==> config.mk <==
export PLATFORM = sky130hd
export DESIGN_NAME = ns_timebase
export DESIGN_NICKNAME = d
export VERILOG_FILES = /design/src/rtl/tmr_pkg.sv /design/src/rtl/tmr_regs.sv /design/src/rtl/tmr_phase_acc.sv /design/src/rtl/tmr_count.sv /design/src/rtl/ns_timebase.sv
export SDC_FILE = /design/constraint.sdc
export NUM_CORES = 1
export LEC_CHECK = 0
export BUFFER_PORTS_ARGS = -buffer_cell sky130_fd_sc_hd__buf_4
export CAP_MARGIN = 20
export CORE_UTILIZATION = 45
export CTS_CLUSTER_SIZE = 30
export DETAILED_ROUTE_END_ITERATION = 10
export GPL_ROUTABILITY_DRIVEN = 1
export MAX_ROUTING_LAYER = met4
export REMOVE_ABC_BUFFERS = 1
export SLEW_MARGIN = 20
export SYNTH_ARGS = -nofsm -noshare
export SYNTH_HDL_FRONTEND = slang
export SYNTH_SLANG_ARGS = --single-unit
==> constraint.sdc <==
create_clock -name clk -period 3.2 [get_ports clk]
set_input_delay 0.32 -clock clk [delete_from_list [all_inputs] [get_ports clk]]
set_output_delay 0.32 -clock clk [all_outputs]
set_load 0.02 [all_outputs]
==> src/rtl/tmr_pkg.sv <==
package tmr_pkg;

    localparam int DATA_W      = 32;
    localparam int TOD_W       = 2 * DATA_W;
    localparam int CTL_EN_BIT  = 0;
    localparam int CTL_PER_LSB = 16;

    typedef logic [DATA_W-1:0] word_t;
    typedef logic [TOD_W-1:0]  tod_t;

    typedef enum logic [1:0] {
        SEL_CTL  = 2'd0,
        SEL_ADD  = 2'd1,
        SEL_LO   = 2'd2,
        SEL_HI   = 2'd3
    } reg_sel_e;

    typedef struct packed {
        logic  wrap;
        word_t frac;
    } acc_t;

    function automatic acc_t acc_step(word_t phase, word_t addend);
        logic [DATA_W:0] s;
        s = {1'b0, phase} + {1'b0, addend};
        return acc_t'(s);
    endfunction

endpackage

==> src/rtl/tmr_regs.sv <==
module tmr_regs
    import tmr_pkg::*;
#(
    parameter int PER_W = 8
) (
    input  logic             clk,
    input  logic             rst,
    input  logic             wr_ctl,
    input  logic             wr_add,
    input  word_t            wdata,
    output logic             run_en,
    output logic [PER_W-1:0] period,
    output word_t            addend
);
    always_ff @(posedge clk) begin
        if (rst) begin
            run_en <= 1'b0;
            period <= '0;
            addend <= '0;
        end else begin
            if (wr_ctl) begin
                run_en <= wdata[CTL_EN_BIT];
                period <= wdata[CTL_PER_LSB +: PER_W];
            end
            if (wr_add) begin
                addend <= wdata;
            end
        end
    end
endmodule

==> src/rtl/tmr_phase_acc.sv <==
module tmr_phase_acc
    import tmr_pkg::*;
(
    input  logic  clk,
    input  logic  rst,
    input  logic  run_en,
    input  word_t addend,
    output logic  tick
);
    word_t phase_q;
    acc_t  nxt;

    always_comb begin
        nxt  = acc_step(phase_q, addend);
        tick = run_en & nxt.wrap;
    end

    always_ff @(posedge clk) begin
        if (rst) begin
            phase_q <= '0;
        end else if (run_en) begin
            phase_q <= nxt.frac;
        end
    end
endmodule

==> src/rtl/tmr_count.sv <==
module tmr_count
    import tmr_pkg::*;
#(
    parameter int PER_W = 8
) (
    input  logic             clk,
    input  logic             rst,
    input  logic             tick,
    input  logic [PER_W-1:0] period,
    input  logic             wr_lo,
    input  logic             wr_hi,
    input  logic             rd_lo,
    input  word_t            wdata,
    output tod_t             count,
    output word_t            shadow_hi,
    output logic             load,
    output tod_t             load_val
);
    word_t held_lo;
    tod_t  step;

    always_comb begin
        step     = {{(TOD_W-PER_W){1'b0}}, period};
        load     = wr_hi;
        load_val = {wdata, held_lo};
    end

    always_ff @(posedge clk) begin
        if (rst) begin
            count     <= '0;
            held_lo   <= '0;
            shadow_hi <= '0;
        end else begin
            if (load) begin
                count <= load_val;
            end else if (tick) begin
                count <= count + step;
            end
            if (wr_lo) begin
                held_lo <= wdata;
            end
            if (rd_lo) begin
                shadow_hi <= count[TOD_W-1:DATA_W];
            end
        end
    end
endmodule

==> src/rtl/ns_timebase.sv <==
module ns_timebase
    import tmr_pkg::*;
#(
    parameter int PER_W = 8
) (
    input  logic        clk,
    input  logic        rst,
    input  logic        reg_wr,
    input  logic        reg_rd,
    input  logic [1:0]  reg_addr,
    input  logic [31:0] reg_wdata,
    output logic [31:0] reg_rdata,
    output logic        reg_rvalid,
    output logic [63:0] tod_ns
);
    localparam int PER_SPAN = CTL_PER_LSB + PER_W;

    logic             wr_ctl, wr_add, wr_lo, wr_hi, rd_lo;
    logic             run_en;
    logic [PER_W-1:0] period;
    word_t            addend;
    logic             tick;
    tod_t             cnt_q;
    word_t            shadow_hi;
    logic             cnt_load;
    tod_t             cnt_load_val;
    word_t            ctl_word;
    tod_t             period_ext;

    always_comb begin
        wr_ctl     = reg_wr && (reg_addr == SEL_CTL);
        wr_add     = reg_wr && (reg_addr == SEL_ADD);
        wr_lo      = reg_wr && (reg_addr == SEL_LO);
        wr_hi      = reg_wr && (reg_addr == SEL_HI);
        rd_lo      = reg_rd && (reg_addr == SEL_LO);
        ctl_word   = '0;
        ctl_word[CTL_EN_BIT] = run_en;
        ctl_word[CTL_PER_LSB +: PER_W] = period;
        period_ext = {{(TOD_W-PER_W){1'b0}}, period};
        tod_ns     = cnt_q;
    end

    generate
        if (PER_SPAN > DATA_W) begin : g_bad_width
            initial $error("PER_W too wide for the control word");
        end
    endgenerate

    tmr_regs #(.PER_W(PER_W)) u_regs (
        .clk    (clk),
        .rst    (rst),
        .wr_ctl (wr_ctl),
        .wr_add (wr_add),
        .wdata  (reg_wdata),
        .run_en (run_en),
        .period (period),
        .addend (addend)
    );

    tmr_phase_acc u_acc (
        .clk    (clk),
        .rst    (rst),
        .run_en (run_en),
        .addend (addend),
        .tick   (tick)
    );

    tmr_count #(.PER_W(PER_W)) u_cnt (
        .clk       (clk),
        .rst       (rst),
        .tick      (tick),
        .period    (period),
        .wr_lo     (wr_lo),
        .wr_hi     (wr_hi),
        .rd_lo     (rd_lo),
        .wdata     (reg_wdata),
        .count     (cnt_q),
        .shadow_hi (shadow_hi),
        .load      (cnt_load),
        .load_val  (cnt_load_val)
    );

    always_ff @(posedge clk) begin
        if (rst) begin
            reg_rdata  <= '0;
            reg_rvalid <= 1'b0;
        end else begin
            reg_rvalid <= reg_rd;
            if (reg_rd) begin
                case (reg_addr)
                    SEL_CTL: reg_rdata <= ctl_word;
                    SEL_ADD: reg_rdata <= addend;
                    SEL_LO:  reg_rdata <= cnt_q[DATA_W-1:0];
                    default: reg_rdata <= shadow_hi;
                endcase
            end
        end
    end
endmodule

# --- Word-level counts from Yosys, hierarchy flattened ---
# Cells that the tools add are included.
op_classes:
  n_bitwise: 1
  reduce_logical: 7
  n_mux: 3
  eq_ne: 3
  addsub: 2
ops:
  columns: ["op", "count"]
  rows:
  - ["two-way mux 64 bit", 2]
  - ["one-hot mux 32 bit (3 select lines)", 1]
  - ["adder 64 x 8 -> 64 bit", 1]
  - ["adder 32 x 32 -> 33 bit", 1]
  - ["logical AND 1 bit", 5]
  - ["equality test 2 bit (second input constant)", 2]
  - ["equality test 2 x 1 -> 1 bit (second input constant)", 1]
  - ["zero test 2 bit", 1]
  - ["nonzero test 2 bit", 1]
  - ["AND 1 bit", 1]
word_totals:
  word_cells: 25
  ff_bits: 234
  input_bits: 38

# --- Depth between registers and ports, before layout ---
depth:
  depth_word: 4
  depth_mapped: 12
  mapped_depth_nobuf: 11

# --- By module ---
# Synthesis repeated with hierarchy kept, for this count alone.
unflattened:
  hier_cells: 1478
  hier_area_um2: 13296.5
modules_own_cells:
  columns: ["module", "n_inst", "seq_area_each_um2", "area_per_inst_um2", "cells_each"]
  rows:
  - ["tmr_count", 1, 2562.5, 6765.2, 771]
  - ["tmr_phase_acc", 1, 640.6, 3036.7, 395]
  - ["ns_timebase", 1, 660.6, 1999.4, 179]
  - ["tmr_regs", 1, 820.8, 1495.2, 133]

# --- Worst setup path after synthesis ---
# Ideal clock, no wire load.
synth_path:
  path_type: "register to register"
  startpoint: "reg u_regs.addend[0]"
  endpoint: "reg u_cnt.count[17]"
  arrival_ns: 2.611
  stages_incl_launch_ff: 12
  path_buffers: 0
  setup_ns: 0.086
  path_slack_ns: 0.503
  required_ns: 3.114
  cell_sequence: "dfxtp_1 > ha_1 > fa_1 > a211o_1 > o211ai_1 > a21o_1 > a21boi_2 > o21ai_2 > a211oi_4 > and3_2 > xnor2_1 > a211oi_1"
synth_between:
  elab_chain_len: 3
synth_lines:
  columns: ["element", "line", "source"]
  rows:
  - ["from (decl)", "tmr_regs.sv:13", "output word_t addend"]
  - ["from (signal assigned)", "tmr_regs.sv:26", "addend <= wdata;"]
  - ["adder 32 x 32 -> 33 bit", "tmr_pkg.sv:25", "s = {1'b0, phase} + {1'b0, addend};"]
  - ["AND 1 bit", "tmr_phase_acc.sv:15", "tick = run_en & nxt.wrap;"]
  - ["nonzero test 2 bit (no source line)", null, null]
  - ["to (signal assigned)", "tmr_count.sv:35", "count <= load_val;"]
  - ["to (signal assigned)", "tmr_count.sv:37", "count <= count + step;"]
  - ["to (decl)", "tmr_count.sv:14", "output tod_t count,"]
# No other way between the ends.
# A chain may end at the register's enable or synchronous reset.

# --- Worst setup path after layout ---
layout_path:
  startpoint: "reg u_cnt.count[1]"
  endpoint: "reg u_cnt.count[17]"
layout_between:
  elab_chain_len: 3
layout_lines:
  columns: ["element", "line", "source"]
  rows:
  - ["adder 64 x 8 -> 64 bit", "tmr_count.sv:37", null]
  - ["two-way mux 64 bit", "tmr_count.sv:36", "end else if (tick) begin"]
  - ["two-way mux 64 bit", "tmr_count.sv:34", "if (load) begin"]
# No other way between the ends. The select of a mux whose other input is x is not followed.

==> results by stage <==
Run status:
- The run finished, with violations left.
- The checks that failed: DRC.

Pwr:
- Of the total power, the share spent switching nets is around a quarter.
- The combinational share of power is 9.7%.
- The design draws between 6 and 7 mW.
- The cell-internal power is just over 5 mW.
- The net switching power is about 1.8 mW.
- For this design the ratio of total power to cell area is about 490 nW/µm².
- The leakage power of the design is about 5.7 nW.
- The clock power share is ~46%.
- The sequential share of power is 44.8%.
- The maximum vdd ir drop is between 0.0005 and 0.0006 V.

Clock tree:
- The number of H-tree levels is 1.
- The clock transition time at the flip-flop clock pins of the worst setup and hold paths is about 0.060 ns.
- In this run, post-CTS hold repair placed 0 buffers.
- For the worst-skew pair, the clock arrives at the later sink with an insertion delay of 0.55 ns.
- The clock tree root buffer cell is sky130_fd_sc_hd__clkbuf_16.
- The TritonCTS sink count is between 200 and 250.
- The CTS tree is done.
- The number of clock buffers added by TritonCTS is 27.
- No sink is reached through more buffers than the 3 on the longest clock path.

Setup path:
- The critical path launch point type is a flip-flop.
- The endpoint type of the worst setup path is a flip-flop.
- The required time of the critical path is 3.65 ns.
- The arrival time of the worst setup path is approximately 3.5 ns.
- Of all nets on the critical path, the largest fanout is 7.
- The critical path in this run is classified as reg2reg.

STA:
- The smallest hold slack is 0.0405 ns.
- The worst clock skew is approximately 0.018 ns.
- The worst slew slack as a fraction of its limit is about a third.
- After layout, the worst path uses roughly 94% of the clock period.
- At the pin with the least slew margin, the transition time is 0.982 ns.
- Setup repair after global routing left no endpoint under its margin.
- Setup slack on the critical path of the routed design comes to ~0.19 ns.
- The maximum clock frequency is approximately 330 MHz.
- The count of pins over their slew limit is 0.
- The count of endpoints failing setup in the final report is 0.
- The number of hold violations in the final report is 0.
- Subtracting the final worst setup slack from the clock period gives about 3 ns.
- The post-route setup TNS is 0 ns.

Route:
- The aggregate routed wire length is 39.2 mm.
- For this run, design rule violations remaining after detail routing come to 2.
- The detailed-router iteration count before antenna repair is 8.
- The number of design-rule violations left by the first detailed-router iteration is 800.
- The via count is roughly 11k.
- After detailed routing, the average wire length per cell comes to 20.9 µm.
- The number of nets with antenna violations after detailed routing is 0.
- Dividing the detail-routed via count by the number of cells gives 5.78.

Synth:
- For this run, the number of Yosys warnings is 0.
- The most used flip-flop cell after synthesis is sky130_fd_sc_hd__dfxtp_1.
- The proportion of synthesized chip area in sequential cells is 39.5%.
- Counting flops with an async set or reset pin after synthesis yields a share of 0%.
- The dominant combinational cell family by area after synthesis is simple AND/OR/NAND/NOR gates.
- After Yosys synthesis, and, or, nand and nor cells account for between 20% and 30% of the synthesized area.
- A synthesized cell averages roughly 8.4 µm².
- In the synthesized netlist, mux cells make up 6.75% of the area.
- The synthesized netlist devotes approximately 18% of its cell area to compound gates.
- The count of different cell masters after synthesis is 74.
- Counting every instance in the synthesized netlist gives between 1k and 1.5k.
- Synthesis inferred roughly 230 register bits.
- The adder and majority cell fraction of the synthesized area is around 4.6%.
- Counting flops with a built-in enable in the synthesized netlist gives 0.
- The xor/xnor cell area share of the yosys netlist is 5.54%.
- In this run the cell area of the synthesized design comes to 11900 µm².

Floorplanning:
- For this configuration, the core starts out at a cell density of between 40 and 50%.
- Pin placement for this block handled roughly 140 I/O pins.
- In this run the core area contains between 50 and 60 standard-cell rows.
- From bottom edge to top edge, the die measures roughly 160 µm.
- The full die area is roughly 27000 µm².
- The floorplan step defined a core boundary enclosing ~26000 µm².
- The floorplan die width is ~160 µm.

Placement:
- The count of buffers added on input and output ports is 134.
- The final RePlAce weighted congestion is 0.914.
- The worst-case setup slack after placement is 0.123 ns.
- Once detailed placement completed, the half-perimeter wirelength came to about 27 mm.

Cells and area:
- The growth of design area from synthesis to finish is 20.2%.
- The number of antenna diodes in the final layout is 0.
- The post-route core utilization is roughly 55%.
- The final layout contains about 1.6k nets.
- The ratio of cells with drive above 1 in the final layout is a little under a fifth.

Run:
- Max-cap violations in this run came to 0.

Hold path:
- The min-delay analysis places its worst path in the category in2reg.

Global route:
- The overflow left after global routing is 0.
- The number of global-route vias before repair is around 10k.
- Entering global routing, the biggest net connects 115 pins.
- The first global-routing pass estimated 60.1 mm of wire.
- The number of antenna violations at the first check in global routing is 0.
- Across every metal layer, demand over resource in global routing totals ~30%.
## power by group through the flow
stage | logic (mW) | registers, mW | clock network, mW
after detailed placement | 0.668 | 3.17 | 0
after global routing | 0.723 | 3.12 | 3.33
after global placement | 0.663 | 3.17 | 0
after floorplan | 0.260 | 3.21 | 0
after CTS | 0.670 | 3.11 | 3.21
final | 0.673 | 3.11 | 3.17
## logic make-up after synthesis
kind of cell             after synthesis
AO/OA/AOI/OAI                        334
buffers and inverters                108
flip-flops                           234
XOR/XNOR                              75
multiplexers                          66
adder cells (fa/ha/maj)               42
AND/OR/NAND/NOR                      553
## metal layers
metal | wire, µm | GRT usage (%) | up-vias | share of wire [%]
met5 | 0 | - | - | 0
met4 | 1130 | 8.76 | 0 | 2.9
met3 | 1980 | 3.49 | 81 | 5.0
met2 | 17800 | 45.4 | 347 | 45
met1 | 18300 | 41.7 | 5222 | 47
li1 | - | - | 5222 | -
## cells in the final DEF, fill, tap and decap left out, types with 15 or more instances in the layout
cell type	count
sky130_fd_sc_hd__nand4_1	25
sky130_fd_sc_hd__nand3_1	21
sky130_fd_sc_hd__o21ai_0	21
sky130_fd_sc_hd__and3_1	15
sky130_fd_sc_hd__a211oi_1	67
sky130_fd_sc_hd__xnor2_1	26
sky130_fd_sc_hd__mux2_2	22
sky130_fd_sc_hd__nor2b_1	19
sky130_fd_sc_hd__nand2_1	252
sky130_fd_sc_hd__a21oi_1	135
sky130_fd_sc_hd__nor2_1	144
sky130_fd_sc_hd__dfxtp_1	233
sky130_fd_sc_hd__clkbuf_16	27
sky130_fd_sc_hd__xor2_1	49
sky130_fd_sc_hd__a21o_1	16
sky130_fd_sc_hd__buf_4	171
sky130_fd_sc_hd__ha_1	40
sky130_fd_sc_hd__mux2i_1	35
## Yosys cell counts, drive strengths merged, types with 10 or more instances
cell      n  area share, %
a311oi   13           0.96
xor2     49            3.6
a21o     16            1.0
mux2i    35            3.0
a21oi   137            5.9
nand2   253            8.1
mux2     22            2.1
a221oi   10           0.74
nor2b    19            1.0
nand3    27            1.3
ha       40            4.2
inv      14           0.44
nand2b   11           0.58
and3     17           0.95
dfxtp   234             39
nand4    27            1.6
nor2    147            4.7
xnor2    26            1.9
clkbuf   84            2.7
a22oi    14           0.89
buf      10           0.51
a211oi   69            4.5
o21ai    26            1.2
## critical path, cell delays in order (launching register included)
cell and delay [ns]:
sky130_fd_sc_hd__dfxtp_1 0.49, sky130_fd_sc_hd__ha_1 0.28, sky130_fd_sc_hd__a21o_1 0.18, sky130_fd_sc_hd__a21oi_1 0.24, sky130_fd_sc_hd__nor2b_1 0.12, sky130_fd_sc_hd__o31ai_2 0.37
sky130_fd_sc_hd__a21o_1 0.36, sky130_fd_sc_hd__a211oi_4 0.07, sky130_fd_sc_hd__buf_4 0.22, sky130_fd_sc_hd__and3_2 0.23, sky130_fd_sc_hd__xnor2_1 0.12, sky130_fd_sc_hd__a211oi_1 0.23
## layout make-up
class                           count  area [µm²]
Clock buffer                       37         763
Fill cell                        2456       11700
Clock inverter                     13         144
Multi-Input combinational cell   1070        6810
Tap cell                          335         419
Inverter                           14        52.6
Timing Repair Buffer              177        1400
Sequential cell                   234        4690
## sequential cells by signal, indices dropped and copies added (netlist names)
name and flops:
u_cnt.count 64, u_cnt.shadow_hi 32, u_regs.addend 32, reg_rdata 32, u_regs.period 8, u_regs.run_en 1, reg_rvalid 1, u_acc.phase_q 32
u_cnt.held_lo 32
## worst paths after layout
check                           from            endpoint  slack, ns  cells after the start
setup reg to reg      u_cnt.count[1]     u_cnt.count[17]       0.19                     11
hold / removal         reg_wdata[12]   u_cnt.held_lo[12]       0.04                      3
setup / recovery      u_cnt.count[1]     u_cnt.count[17]       0.19                     11
hold reg to reg   u_cnt.shadow_hi[5]  u_cnt.shadow_hi[5]       0.45                      2
## what timing repair did
action | CTS | global route
setup endpoints to repair | 0 | 15
resized for setup | 0 | 5
buffers inserted | 0 | 2
## metrics by stage
step / instances / instance area [µm²]
after global routing: 1880 / 14300
after floorplan: 1318 / 11500
after CTS: 1878 / 14200
after global placement: 1828 / 13300
after detailed placement: 1828 / 13300
final: 1880 / 14300
Power figures use the tool's default switching activity.
